`src/rtl/i2c_start_pkg.sv`:
```
package i2c_start_pkg;

  typedef enum logic [1:0] {
    ST_IDLE     = 2'd0,
    ST_SDA_WAIT = 2'd1,
    ST_SCL_WAIT = 2'd2,
    ST_HOLD     = 2'd3
  } phase_e;

  typedef struct packed {
    logic load;
    logic dec;
  } cntCmd_t;

endpackage

```
`src/rtl/i2c_start_sync.sv`:
```
module i2c_start_sync #(
  parameter int STAGES = 2,
  parameter int WIDTH  = 2
) (
  input  logic             clk,
  input  logic             rstN,
  input  logic [WIDTH-1:0] rawIn,
  output logic [WIDTH-1:0] syncOut
);
  for (genvar b = 0; b < WIDTH; b++) begin : g_bit
    logic [STAGES-1:0] pipe;
    always_ff @(posedge clk or negedge rstN) begin
      if (!rstN) pipe <= '1;
      else       pipe <= {pipe[STAGES-2:0], rawIn[b]};
    end
    assign syncOut[b] = pipe[STAGES-1];
  end
endmodule

```
`src/rtl/i2c_start_dp.sv`:
```
module i2c_start_dp
  import i2c_start_pkg::*;
#(
  parameter int CNT_W = 7
) (
  input  logic             clk,
  input  logic             rstN,
  input  cntCmd_t          cmd,
  input  logic [CNT_W-1:0] reloadVal,
  output logic             cntLast
);
  localparam logic [CNT_W-1:0] ONE = CNT_W'(1);

  logic [CNT_W-1:0] cnt;
  logic [CNT_W-1:0] effReload;

  assign effReload = (reloadVal == '0) ? ONE : reloadVal;
  assign cntLast   = (cnt == ONE);

  always_ff @(posedge clk or negedge rstN) begin
    if (!rstN)        cnt <= '0;
    else if (cmd.load) cnt <= effReload;
    else if (cmd.dec && cnt != '0) cnt <= cnt - ONE;
  end

  // a freshly loaded phase never starts at zero
  a_r9_load_nonzero: assert property (@(posedge clk) disable iff (!rstN)
    cmd.load |=> cnt != '0);

  // the counter steps down by one per enabled cycle
  a_r3_step_down: assert property (@(posedge clk) disable iff (!rstN)
    (cmd.dec && !cmd.load && cnt != '0) |=> cnt == $past(cnt) - ONE);

endmodule

```
`src/rtl/i2c_start_ctrl.sv`:
```
module i2c_start_ctrl
  import i2c_start_pkg::*;
(
  input  logic    clk,
  input  logic    rstN,
  input  logic    startReq,
  input  logic    clearColl,
  input  logic    sdaS,
  input  logic    sclS,
  input  logic    cntLast,
  output cntCmd_t cmd,
  output logic    sdaOe,
  output logic    sclOe,
  output logic    startDone,
  output logic    collFlag,
  output logic    idleState
);
  phase_e state, nxt;
  logic   setColl;
  logic   doneNxt;

  always_comb begin
    nxt     = state;
    cmd     = '0;
    setColl = 1'b0;
    doneNxt = 1'b0;
    unique case (state)
      ST_IDLE: begin
        if (startReq && !collFlag) begin
          if (!sdaS || !sclS) begin
            setColl = 1'b1;
          end else begin
            cmd.load = 1'b1;
            nxt      = ST_SDA_WAIT;
          end
        end
      end
      ST_SDA_WAIT: begin
        if (sdaS && !sclS) begin
          setColl = 1'b1;
          nxt     = ST_IDLE;
        end else if (!sdaS || cntLast) begin
          cmd.load = 1'b1;
          nxt      = ST_SCL_WAIT;
        end else begin
          cmd.dec = 1'b1;
        end
      end
      ST_SCL_WAIT: begin
        if (cntLast) begin
          nxt     = ST_HOLD;
          doneNxt = 1'b1;
        end else begin
          cmd.dec = 1'b1;
        end
      end
      ST_HOLD: begin
        if (!startReq) nxt = ST_IDLE;
      end
      default: nxt = ST_IDLE;
    endcase
  end

  always_ff @(posedge clk or negedge rstN) begin
    if (!rstN) begin
      state     <= ST_IDLE;
      collFlag  <= 1'b0;
      startDone <= 1'b0;
      sdaOe     <= 1'b0;
      sclOe     <= 1'b0;
      idleState <= 1'b1;
    end else begin
      state     <= nxt;
      startDone <= doneNxt;
      sdaOe     <= (nxt == ST_SCL_WAIT) || (nxt == ST_HOLD);
      sclOe     <= (nxt == ST_HOLD);
      idleState <= (nxt == ST_IDLE);
      if (setColl)        collFlag <= 1'b1;
      else if (clearColl) collFlag <= 1'b0;
    end
  end

  a_r4_done_with_scl: assert property (@(posedge clk) disable iff (!rstN)
    startDone |-> (sclOe && sdaOe));

  a_r4_done_single: assert property (@(posedge clk) disable iff (!rstN)
    startDone |=> !startDone);

  a_r4_scl_needs_sda: assert property (@(posedge clk) disable iff (!rstN)
    sclOe |-> sdaOe);

  a_r5_release_on_coll: assert property (@(posedge clk) disable iff (!rstN)
    $rose(collFlag) |-> (!sdaOe && !sclOe && idleState));

  a_r8_ignore_when_flagged: assert property (@(posedge clk) disable iff (!rstN)
    (idleState && collFlag) |=> (idleState && !sdaOe));

  a_r8_flag_sticky: assert property (@(posedge clk) disable iff (!rstN)
    (collFlag && !clearColl) |=> collFlag);

  a_r10_release_on_drop: assert property (@(posedge clk) disable iff (!rstN)
    (sclOe && !startReq) |=> (!sclOe && !sdaOe && idleState));

endmodule

```
`src/rtl/i2c_start_gen.sv`:
```
module i2c_start_gen
  import i2c_start_pkg::*;
#(
  parameter int RELOAD_W    = 7,
  parameter int SYNC_STAGES = 2
) (
  input  logic                clk,
  input  logic                rstN,
  input  logic                startReq,
  input  logic                clearColl,
  input  logic [RELOAD_W-1:0] reloadVal,
  input  logic                sdaIn,
  input  logic                sclIn,
  output logic                sdaOe,
  output logic                sclOe,
  output logic                startDone,
  output logic                collFlag,
  output logic                idleState
);
  localparam int LINES = 2;

  logic [LINES-1:0] lineSync;
  cntCmd_t          cmd;
  logic             cntLast;

  i2c_start_sync #(.STAGES(SYNC_STAGES), .WIDTH(LINES)) uSync (
    .clk     (clk),
    .rstN    (rstN),
    .rawIn   ({sclIn, sdaIn}),
    .syncOut (lineSync)
  );

  i2c_start_dp #(.CNT_W(RELOAD_W)) uDp (
    .clk       (clk),
    .rstN      (rstN),
    .cmd       (cmd),
    .reloadVal (reloadVal),
    .cntLast   (cntLast)
  );

  i2c_start_ctrl uCtrl (
    .clk       (clk),
    .rstN      (rstN),
    .startReq  (startReq),
    .clearColl (clearColl),
    .sdaS      (lineSync[0]),
    .sclS      (lineSync[1]),
    .cntLast   (cntLast),
    .cmd       (cmd),
    .sdaOe     (sdaOe),
    .sclOe     (sclOe),
    .startDone (startDone),
    .collFlag  (collFlag),
    .idleState (idleState)
  );
endmodule

```
`config.mk`:
```
export PLATFORM = sky130hd
export DESIGN_NAME = i2c_start_gen
export DESIGN_NICKNAME = d
export VERILOG_FILES = /design/src/rtl/i2c_start_pkg.sv /design/src/rtl/i2c_start_sync.sv /design/src/rtl/i2c_start_dp.sv /design/src/rtl/i2c_start_ctrl.sv /design/src/rtl/i2c_start_gen.sv
export SDC_FILE = /design/constraint.sdc
export NUM_CORES = 1
export LEC_CHECK = 0
export BUFFER_PORTS_ARGS = -buffer_cell sky130_fd_sc_hd__buf_2
export CAP_MARGIN = 5
export CELL_PAD_IN_SITES_DETAIL_PLACEMENT = 1
export CELL_PAD_IN_SITES_GLOBAL_PLACEMENT = 2
export CORE_AREA = 2 2 56 58
export DETAILED_ROUTE_END_ITERATION = 6
export DIE_AREA = 0 0 58 60
export HOLD_SLACK_MARGIN = 0.05
export PLACE_DENSITY = 0.88
export RECOVER_POWER = 25
export SLEW_MARGIN = 15
export SYNTH_ARGS = -nofsm -noshare
export SYNTH_HDL_FRONTEND = slang
export SYNTH_SLANG_ARGS = --single-unit
```
`constraint.sdc`:
```
create_clock -name clk -period 3.9 [get_ports clk]
set_input_delay 0.78 -clock clk [delete_from_list [all_inputs] [get_ports clk]]
set_output_delay 0.78 -clock clk [all_outputs]
set_load 0.01 [all_outputs]
```
# [After elaboration in Yosys (flattened, before gate mapping)]
# Index checks and enable logic that the tools add are counted.
[word_totals] mem_count=0 rom_bits=0 latchBits=0 elab_cells=57 in_bits=13 out_inout_bits=5 ff_bits=18 mem_bits_rw=0
[classes] div_mod_pow=0 n_reduce_logical=15 shift=0 n_eq_ne=6 n_mul=0 bitwise=0 magnitude_cmp=0 addsub=1 muxes=26
[op_table] cell="2-to-1 mux 7 bit" n=3
[op_table] cell="2-to-1 mux 2 bit" n=7
[op_table] cell="2-to-1 mux 1 bit" n=12
[op_table] cell="equality test 2 bit, second input constant" n=4
[op_table] cell="case mux 2 bit (4 select lines)" n=1
[op_table] cell="equality test 7 x 1 -> 1 bit, second input constant" n=1
[op_table] cell="logical NOT 7 bit" n=1
[op_table] cell="nonzero test 7 bit" n=1
[op_table] cell="subtractor 7 x 1 -> 7 bit, second input constant" n=1
[op_table] cell="case mux 1 bit (2 select lines)" n=3
[op_table] cell="logical NOT 2 bit" n=2
[op_table] cell="nonzero test 2 bit" n=2
[op_table] cell="logical AND 1 bit" n=3
[op_table] cell="logical NOT 1 bit" n=3
[op_table] cell="logical OR 1 bit" n=3
[op_table] cell="equality test 2 x 1 -> 1 bit, second input constant" n=1

# [Depth between registers and ports, before layout]
# Gate-level depths: netlist of the first run.
[depth] word_depth=8 mapped_depth=7 ltp_nobuf=6

# [Modules after synthesis]
# A second synthesis of the first run with hierarchy kept.
[hier_totals] hier_cells=103 area_unflattened_um2=1054.8
[by_module_without_submodules] module="i2c_start_dp" cells_each=59 instances=1 area_each_um2=526.8 seq_area_each_um2=175.2
[by_module_without_submodules] module="i2c_start_ctrl" cells_each=38 instances=1 area_each_um2=407.9 seq_area_each_um2=176.4
[by_module_without_submodules] module="i2c_start_sync" cells_each=6 instances=1 area_each_um2=120.1 seq_area_each_um2=105.1

# [Worst setup path before layout of the first run]
# Ideal clock, no wire load.
[synth_timing] kind="input-to-reg" from="input port startReq" to="register uDp.cnt[1]" path_buffers=1 setup_time_ns=0.125 setup_slack_ns=1.765 arrival_ns=2.010 stages=5 path_cell_list="and4b_1 -> a22oi_1 -> and2_1 -> clkbuf_1 -> mux2_4"
[synth_between] elab_chain_cells=4
[synth_lines] item="from (decl)" line="i2c_start_gen.sv:9" text="input logic startReq,"
[synth_lines] item="logical AND 1 bit *" line="i2c_start_ctrl.sv:29" text="if (startReq && !collFlag) begin"
[synth_lines] item="2-to-1 mux 1 bit *" line="i2c_start_ctrl.sv:29"
[synth_lines] item="case mux 1 bit (2 select lines) *" line="i2c_start_ctrl.sv:27" text="unique case (state)"
[synth_lines] item="2-to-1 mux 7 bit / nonzero test 2 bit (equally long branches)"
[synth_lines] item="to (signal assigned)" line="i2c_start_dp.sv:22" text="else if (cmd.load) cnt <= effReload;"
[synth_lines] item="to (signal assigned)" line="i2c_start_dp.sv:23" text="else if (cmd.dec && cnt != '0) cnt <= cnt - ONE;"
[synth_lines] item="to (decl)" line="i2c_start_dp.sv:14" text="logic [CNT_W-1:0] cnt;"
# Mark *: on every way between the ends. The rest lies on a longest branch, timed or not.
# A chain may end at the register's enable or synchronous reset.

# [Worst setup path in the final report of the first run]
[layout_timing] from="register uDp.cnt[1]" to="register uDp.cnt[1]"
[layout_between] elab_chain_cells=7
[layout_lines] item="equality test 7 x 1 -> 1 bit" line="i2c_start_dp.sv:18" text="assign cntLast = (cnt == ONE);"
[layout_lines] item="logical OR 1 bit" line="i2c_start_ctrl.sv:42" text="end else if (!sdaS || cntLast) begin"
[layout_lines] item="2-to-1 mux 1 bit" line="i2c_start_ctrl.sv:42"
[layout_lines] item="2-to-1 mux 2 bit" line="i2c_start_ctrl.sv:39" text="if (sdaS && !sclS) begin"
[layout_lines] item="case mux 1 bit (2 select lines)" line="i2c_start_ctrl.sv:27"
[layout_lines] item="logical AND 1 bit" line="i2c_start_dp.sv:23"
[layout_lines] item="nonzero test 2 bit (no source line)"
# Parallel ways exist; a longest one is shown, timed or not. The select of a mux whose other input is x is not followed.

==> results of run 1 <==
[synth_stat cells (2+ instances only)]
master    number
a21oi_1       10
a31oi_1        6
and2_1         4
and3_1         2
dfrtp_1       13
dfstp_2        5
ha_1           7
inv_1          7
mux2i_1        2
nand2_1        3
nand3_1        2
nand4_1        2
nor2_1         4
nor3b_1        2
nor4_1         2
o21ai_0        5
o221ai_1       2
or3_2          3
[area by class of cell]
class / count / area (um^2) / share of cell area
clock buffer: 4 / 26.3 / 0.0227
inverter: 7 / 26.3 / 0.0227
multi-input combinational: 71 / 522 / 0.451
sequential: 18 / 457 / 0.395
tap: 33 / 41.3 / 0.0357
timing repair buffer: 17 / 83.8 / 0.0725
[worst paths after layout]
kind | startpoint | end | slack, ps | depth (start not counted)
max reg2reg | uDp.cnt[1] | uDp.cnt[1] | 1610 | 6
max | uDp.cnt[1] | uDp.cnt[1] | 1610 | 6
min reg2reg | uSync.g_bit[0].pipe[0] | uSync.g_bit[0].pipe[1] | 360 | 0
max in group asynchronous | rstN | uDp.cnt[5] | 2660 | 1
min in group asynchronous | rstN | uCtrl.state[1] | 630 | 1
min | uSync.g_bit[0].pipe[0] | uSync.g_bit[0].pipe[1] | 360 | 0
[stage by stage]
step                      hold slack (ps)  power, mW   util  setup slack (ps)
after floorplan                       345      0.637      -              1770
after global placement                346      0.738  0.390              1620
after detailed placement              348      0.764  0.390              1560
after CTS                             362      0.861  0.399              1620
after global routing                  367      0.929  0.398              1400
final                                 361      0.852  0.398              1610
[power by group through the flow]
stage / registers [mW] / logic [mW] / clock network, mW
2_1_floorplan: 0.325 / 0.313 / 0
3_3_place_gp: 0.331 / 0.407 / 0
3_5_place_dp: 0.334 / 0.430 / 0
4_1_cts: 0.330 / 0.432 / 0.0988
5_1_grt: 0.340 / 0.481 / 0.109
6_report: 0.331 / 0.427 / 0.0948
[critical path: cells and delay by family, from the launching register on]
family / cells / cell delay, ps
multiplexers: 1 / 320
AND/OR/NAND/NOR: 3 / 1080
adder cells (fa/ha/maj): 1 / 220
flip-flops: 1 / 400
buffers and inverters: 1 / 160
[per-layer routing]
layer / track usage / vias up / share of wire
li1: - / 403 / -
met5: 0 / - / 0
met2: 0.286 / 21 / 0.49
met3: 0.0260 / 2 / 0.037
met1: 0.190 / 420 / 0.46
met4: 0.0598 / 0 / 0.0058
[state kept, by name, indices dropped and copies added (netlist names)]
name              flops
uDp.cnt               7
uSync.g_bit.pipe      4
uCtrl.state           2
uCtrl.collFlag        1
uCtrl.idleState       1
uCtrl.sclOe           1
uCtrl.sdaOe           1
uCtrl.startDone       1
[kinds of logic (layout without fill, tap and decap cells)]
kind of cell,after synthesis,count (layout),share of synthesized area
xor+xnor,1,1,0.00869
flops,18,18,0.453
compound gates,30,30,0.203
mux,3,3,0.0347
simple gates,30,30,0.184
buf+inv,8,28,0.0298
fa+ha+maj,7,7,0.0868
[cell usage in the layout (no fill, tap or decap), types with 3 or more instances in the layout]
cell type,synthesis,layout
and2_1,4,4
nand2_1,3,3
or3_2,3,3
clkbuf_4,0,3
o21ai_0,5,5
nor2_1,4,4
ha_1,7,7
dfrtp_1,13,13
inv_1,7,7
buf_2,0,16
dfstp_2,5,5
a21oi_1,10,10
a31oi_1,6,6
==> results.toml, run 1 <==
[sta]
fin_skew_ps = 11.7
fmax_ghz = 0.437
slew_violations = 0
setup-tns-final_ps = 0
hold_viol_final = 0
rsz0062_at_grt = "no"
fin_crit_sh = 0.587
min_period_ps = 2290
setup_viol = 0
worstMarginPinSlew_ps = 1010
slew_headroom = 0.330

[placed_design]
place_congestion = 0.884
placed_area_um2 = 1130
hpwl_mm = 1.90
numPortBuffers = 17
placed_cells = 146

[final_layout]
layout.cells.non_filler = 150
stdcell_area_um2 = 1160
fill_cells = 349
area_growth_pct = 14.6
drive_above_1_share = 0.265
final_nets = 138
diodes = 0

[synthesis]
yosys-top-cells-area = "dfrtp_1, dfstp_2, ha_1"
synth_top_flop_cell = "dfrtp_1"
ys_ff_latch = 18
seq_area_frac_synth = 0.453
yosys_warnings = 0
syn_area_um2 = 1010
syn_inst = 97
async_flop_share = 1.00
synthesis.nets = 117
yosys.area.top_type_share = 0.323
avgSynthCellArea_um2 = 10.4
synth_top_area_cell = "dfrtp_1"
synth_edf_count = 0
yosysUniqueCellTypes = 34

[power]
power_leakage_nw = 0.512
p_int_mw = 0.486
ir_drop_mv = 0.378
switching_share = 0.429
p_per_area_nw_per_um2 = 737
p_clk_frac = 0.111
switchingPower_mw = 0.366
p_seq_frac = 0.388
pwr-share-comb = 0.501

[cts]
cts_resized = 0
cts.sinks = 18
ctsHoldBuffers = 0
clk_latency_ps = 290
clockBufferDepth = 2
post_cts_buffers = 0
cts_buffers = 3
path_clk_slew_ps = 110
cts_root_buf = "clkbuf_4"
cts_max_level = 1
cts_tree = "built"

[routing]
wl_per_cell_um = 16.1
drtIter0Drc = 37
vias = 846
ant_nets = 0
wirelength_mm = 2.41
drcViolationCount = 0
viasPerCell = 5.64
dr.pass1.iters = 4

[grt]
grt.total_usage = 0.159
grt_pass1_wl_mm = 4.07
overflow = 0
grt_max_degree = 19
antenna_found_initial = 0
grt_pass1_vias = 914

[critical_path]
crit_chain = "inv_1, ha_1, nor3b_1, nand4_1, and2_1, mux2_4"
crit_path_end_kind = "flip-flop"
required_ps = 4090
critPathLaunchType = "flip-flop"
slowest_stage = "nor3b_1"
path_class = "flip-flop to flip-flop"
critical_path.max_fanout = 7
arrival_ps = 2480
critical-path-max-stage-delay_ps = 440

[run]
cap_violations = 0

[die]
die_x_um = 58
rows = 20
ioPinCount = 18
die_h_um = 60
start_util = 0.347
fp.coreArea_um2 = 2900
die_area_um2 = 3480

[min_path]
hp-class = "flip-flop to flip-flop"

[outcome]
run_status = "complete, no violations"
(Power assumes the default switching activity.)
==> run 2: changes to the inputs <==
--- a/config.mk
+++ b/config.mk
@@ -9,11 +9,11 @@
 export CAP_MARGIN = 5
 export CELL_PAD_IN_SITES_DETAIL_PLACEMENT = 1
 export CELL_PAD_IN_SITES_GLOBAL_PLACEMENT = 2
-export CORE_AREA = 2 2 56 58
+export CORE_AREA = 2 2 58 60
 export DETAILED_ROUTE_END_ITERATION = 6
-export DIE_AREA = 0 0 58 60
+export DIE_AREA = 0 0 60 62
 export HOLD_SLACK_MARGIN = 0.05
-export PLACE_DENSITY = 0.88
+export PLACE_DENSITY = 0.83
 export RECOVER_POWER = 25
 export SLEW_MARGIN = 15
 export SYNTH_ARGS = -nofsm -noshare
==> constraint.sdc (replaced) <==
create_clock -name clk -period 2.21 [get_ports clk]
set_input_delay 0.442 -clock clk [delete_from_list [all_inputs] [get_ports clk]]
set_output_delay 0.442 -clock clk [all_outputs]
set_load 0.01 [all_outputs]
==> run 2 against run 1 <==
Via count grew 2.2%. Critical path depth shrank 2. Sequential share of layout area decreased by 1.8 points. Combinational power grew 80%. Cell area is 4.7% higher. Sequential power is 73% higher. Die area increased by 6.9%. Flip-flop and latch count unchanged. Fmax rose by 15%. Utilization is 1.8 points lower. Count of clock-buffer cells in the layout unchanged. Critical path type unchanged. Largest cell class unchanged.
==> results.toml, run 2 (synthesis gave the netlist of run 1 again) <==
[critical_path]
reg2reg_slack_ps = 220
cp_num_buf_inv = 0
slowest_stage = "or4_4"
critical_path.max_fanout = 10
crit_chain = "or4_4, o311ai_4, mux2i_1, mux2_4"
r2r-start = "uDp.cnt[2]"
critPathLaunchType = "flip-flop"
crit_path_end_kind = "flip-flop"
path_class = "flip-flop to flip-flop"
crit_family = "simple AND/OR/NAND/NOR gates"
arrival_ps = 2190
worstReg2RegEnd = "uDp.cnt[1]"
critical-path-max-stage-delay_ps = 570
ff2ff_path_depth = 4
required_ps = 2410

[sta]
setup_viol = 0
min_period_ps = 1990
rsz0062_at_grt = "no"
hold_viol_final = 0
timing.final.ws_setup_ps = 219
fmax_ghz = 0.502
fin_crit_sh = 0.901
setup-tns-final_ps = 0
worstMarginPinSlew_ps = 989
slew_headroom = 0.341
fin_skew_ps = 14.8
slew_violations = 0
holdWs_ps = 245

[placed_design]
numPortBuffers = 17
hpwl_mm = 1.85
place_congestion = 0.845
place_ws_ps = 231
placed_area_um2 = 1180

[run]
cap_violations = 0

[cts]
cts_buffers = 3
cts_tree = "built"
cts.sinks = 18
clk_latency_ps = 300
cts_root_buf = "clkbuf_4"
cts_max_level = 1
clockBufferDepth = 2
cts_resized = 0
post_cts_buffers = 0
ctsHoldBuffers = 0
path_clk_slew_ps = 110

[final_layout]
final_cell_mix = "buf_2, dfrtp_1, a21oi_1"
largestRegisters = "uDp.cnt: 7 flops, uSync.g_bit.pipe: 4 flops, uCtrl.state: 2 flops"
final_nets = 143
drive_above_1_share = 0.295
regMostFlops = "uDp.cnt"
final_common_cell = "buf_2"
largest_register_ffs = 7
stdcell_area_um2 = 1210
diodes = 0
area_growth_pct = 20.0

[routing]
wirelength_mm = 2.34
vias = 865
viasPerCell = 5.15
wl_per_cell_um = 13.9
dr.pass1.iters = 4
drtIter0Drc = 25
drcViolationCount = 0
ant_nets = 0

[min_path]
hp-class = "primary input to flip-flop"
whs_path_depth = 1
worstHoldEndpoint = "uSync.g_bit[0].pipe[0]"
holdCritStartpoint = "sdaIn"

[grt]
overflow = 0
grt_max_degree = 19
grt_pass1_vias = 913
antenna_found_initial = 0
grt_pass1_wl_mm = 4.11
grt.total_usage = 0.151

[outcome]
run_status = "complete, no violations"

[die]
ioPinCount = 18
rows = 21
start_util = 0.317
fp.coreArea_um2 = 3180
die_h_um = 62
die_area_um2 = 3720
die_x_um = 60

[power]
power_leakage_nw = 0.537
p_per_area_nw_per_um2 = 1250
ir_drop_mv = 0.443
[run 2: final cells by class]
class / count / area (um^2)
Clock buffer: 4 / 26.3
Multi-Input combinational cell: 71 / 522
Inverter: 7 / 26.3
Fill cell: 373 / 1970
Timing Repair Buffer: 22 / 121
Sequential cell: 18 / 457
Tap cell: 46 / 57.6
[run 2: through the flow]
stage | util | instances | power [mW]
6_report | 0.381 | 168 | 1.51
4_1_cts | 0.381 | 168 | 1.54
3_3_place_gp | 0.373 | 164 | 1.33
5_1_grt | 0.381 | 168 | 1.67
3_5_place_dp | 0.373 | 164 | 1.36
2_1_floorplan | - | 97 | 1.12
[run 2: worst max-delay path by stage]
stage | end | slack, ps | depth (start not counted) | startpoint
finish | uDp.cnt[1] | 220 | 4 | uDp.cnt[2]
global route | uDp.cnt[1] | 100 | 4 | uDp.cnt[2]
CTS | uDp.cnt[1] | 220 | 4 | uDp.cnt[2]
detailed placement | uDp.cnt[1] | 230 | 4 | uDp.cnt[2]
global placement | uDp.cnt[1] | 300 | 4 | uDp.cnt[2]
floorplan | uDp.cnt[1] | 160 | 7 | uDp.cnt[1]
[run 2: report_power, final]
group | internal, mW | total (mW) | switching, mW
sequential | 0.463 | 0.574 | 0.111
clock | 0.0703 | 0.170 | 0.0998
combinational | 0.348 | 0.769 | 0.421
[run 2: worst reg2reg max path: stages (launching register included)]
cell and delay, ps:
dfrtp_1 450, or4_4 570, o311ai_4 470, mux2i_1 140, mux2_4 270
[run 2: metal layers]
layer | vias to the layer above | wire length (um) | global-route usage
li1 | 412 | - | -
met1 | 430 | 1070 | 0.182
met2 | 18 | 1160 | 0.266
met3 | 5 | 63 | 0.0269
met4 | 0 | 44 | 0.0635
met5 | - | 0 | 0
==> run 3: changes to the inputs <==
--- a/config.mk
+++ b/config.mk
@@ -6,7 +6,7 @@
 export NUM_CORES = 1
 export LEC_CHECK = 0
 export BUFFER_PORTS_ARGS = -buffer_cell sky130_fd_sc_hd__buf_2
-export CAP_MARGIN = 5
+export CAP_MARGIN = 0
 export CELL_PAD_IN_SITES_DETAIL_PLACEMENT = 1
 export CELL_PAD_IN_SITES_GLOBAL_PLACEMENT = 2
 export CORE_AREA = 2 2 58 60
@@ -15,6 +15,7 @@
 export HOLD_SLACK_MARGIN = 0.05
 export PLACE_DENSITY = 0.83
 export RECOVER_POWER = 25
+export REMOVE_ABC_BUFFERS = 1
 export SLEW_MARGIN = 15
 export SYNTH_ARGS = -nofsm -noshare
 export SYNTH_HDL_FRONTEND = slang
==> constraint.sdc (replaced) <==
create_clock -name clk -period 2.21 [get_ports clk]
set_input_delay 0.1105 -clock clk [delete_from_list [all_inputs] [get_ports clk]]
set_output_delay 0.1105 -clock clk [all_outputs]
set_load 0.01 [all_outputs]
==> run 3 against run 2 <==
Clock power barely moved. Hold slack got worse by 180 ps. Global-route usage fell by 0.16 points. Utilization rose by 1.6 points. Count of clock-buffer cells in the layout did not move. Largest cell class unchanged. Largest power group unchanged.
==> results.toml, run 3 (synthesis gave the netlist of run 1 again) <==
[cts]
post_cts_buffers = 0
cts_buffers = 3
cts_tree = "built"
cts.sinks = 18
clk_latency_ps = 300
clockBufferDepth = 2
cts_max_level = 1
path_clk_slew_ps = 110
cts_root_buf = "clkbuf_4"

[outcome]
run_status = "complete, no violations"

[routing]
wl_per_cell_um = 13.8
ant_nets = 0
drtIter0Drc = 33
dr.pass1.iters = 4
drcViolationCount = 0
viasPerCell = 5.08
wirelength_mm = 2.38
vias = 879

[critical_path]
r2r-start = "uDp.cnt[2]"
crit_chain = "or4_4, o311ai_4, mux2i_1, mux2_4"
path_class = "flip-flop to flip-flop"
crit_path_end_kind = "flip-flop"
slowest_stage = "or4_4"
crit_start = "uDp.cnt[2]"
critical_path.max_fanout = 10
arrival_ps = 2190
critPathLaunchType = "flip-flop"
required_ps = 2410
critical-path-max-stage-delay_ps = 560
cp_num_buf_inv = 0
crit_family = "simple AND/OR/NAND/NOR gates"

[min_path]
holdCritStartpoint = "reloadVal[0]"
hp-class = "primary input to flip-flop"

[power]
power_leakage_nw = 0.557
p_per_area_nw_per_um2 = 1220
ir_drop_mv = 0.434

[die]
rows = 21
die_x_um = 60
ioPinCount = 18
die_h_um = 62
start_util = 0.317
die_area_um2 = 3720
fp.coreArea_um2 = 3180

[final_layout]
final_nets = 148
fill_cells = 366
area_growth_pct = 24.9
final_cell_mix = "buf_2, dfrtp_1, a21oi_1"
largestRegisters = "uDp.cnt: 7 flops, uSync.g_bit.pipe: 4 flops, uCtrl.state: 2 flops"
seqCellArea_um2 = 457
final_core_utilization = 0.396
regMostFlops = "uDp.cnt"
diodes = 0
final_common_cell = "buf_2"
largest_register_ffs = 7
drive_above_1_share = 0.283
multi_input_area_um2 = 522

[grt]
grt_pass1_vias = 857
grt.total_usage = 0.149
grt_max_degree = 19
overflow = 0
grt_pass1_wl_mm = 4.05
antenna_found_initial = 0

[sta]
rsz0062_at_grt = "no"
slew_violations = 0
worstMarginPinSlew_ps = 1010
min_period_ps = 1990
slew_headroom = 0.325
setup_viol = 0
fin_skew_ps = 17.6
holdWs_ps = 62.6
fmax_ghz = 0.503
timing.final.ws_setup_ps = 223
hold_viol_final = 0
setup-tns-final_ps = 0
fin_crit_sh = 0.899

[run]
cap_violations = 0

[placed_design]
numPortBuffers = 17
hpwl_mm = 1.80
place_ws_ps = 240
place_congestion = 0.857
## run 3: changes by cell type in the layout (fill, tap and decap cells not counted), sizes merged
| cell | change |
|---|---|
| dlygate4sd3 | +5 |
## run 3: timing repair
item                      4_1_cts  5_1_grt
hold endpoints to repair       16        1
hold buffers                    4        1
resized for setup               0        0
## run 3: final cells by class
cell class              instances  area share
well taps                      46      0.0457
multi-input cells              71       0.414
inverters                       7      0.0209
repair buffers                 27       0.136
flip-flops and latches         18       0.362
clock buffers                   4      0.0209
## run 3: per-stage QoR
stage	area, um^2	total power [mW]	instances
global placement	1180	1.33	164
floorplan	1000	1.12	96
finish	1260	1.53	173
detailed placement	1180	1.36	164
CTS	1250	1.54	172
global route	1260	1.69	173
## run 3: final timing paths
check | slack [ps] | endpoint | cells after the start
worst max-delay path | 220 | uDp.cnt[1] | 4
worst min-delay path | 60 | uDp.cnt[0] | 3
worst max register to register | 220 | uDp.cnt[1] | 4
worst min register to register | 360 | uSync.g_bit[1].pipe[1] | 0
max in group asynchronous | 1090 | uDp.cnt[4] | 2
min in group asynchronous | 490 | uCtrl.state[0] | 2
## run 3: tightest hold or removal path: cells and delay by family
| kind | cells | cell delay, ps |
|---|---|---|
| buffers and inverters | 1 | 70 |
| muxes | 1 | 110 |
| AOI/OAI and AO/OA | 1 | 30 |
## run 3: routing by layer
| layer | wire length, um | global-route usage | part of all wire |
|---|---|---|---|
| met4 | 27 | 0.0730 | 0.011 |
| met5 | 0 | 0 | 0 |
| met1 | 1110 | 0.190 | 0.47 |
| met3 | 63 | 0.0248 | 0.026 |
| met2 | 1180 | 0.247 | 0.49 |
## run 3: power breakdown
group,switching [mW],internal (mW)
sequential,0.114,0.463
clock,0.103,0.0703
combinational,0.427,0.355
total,0.644,0.889
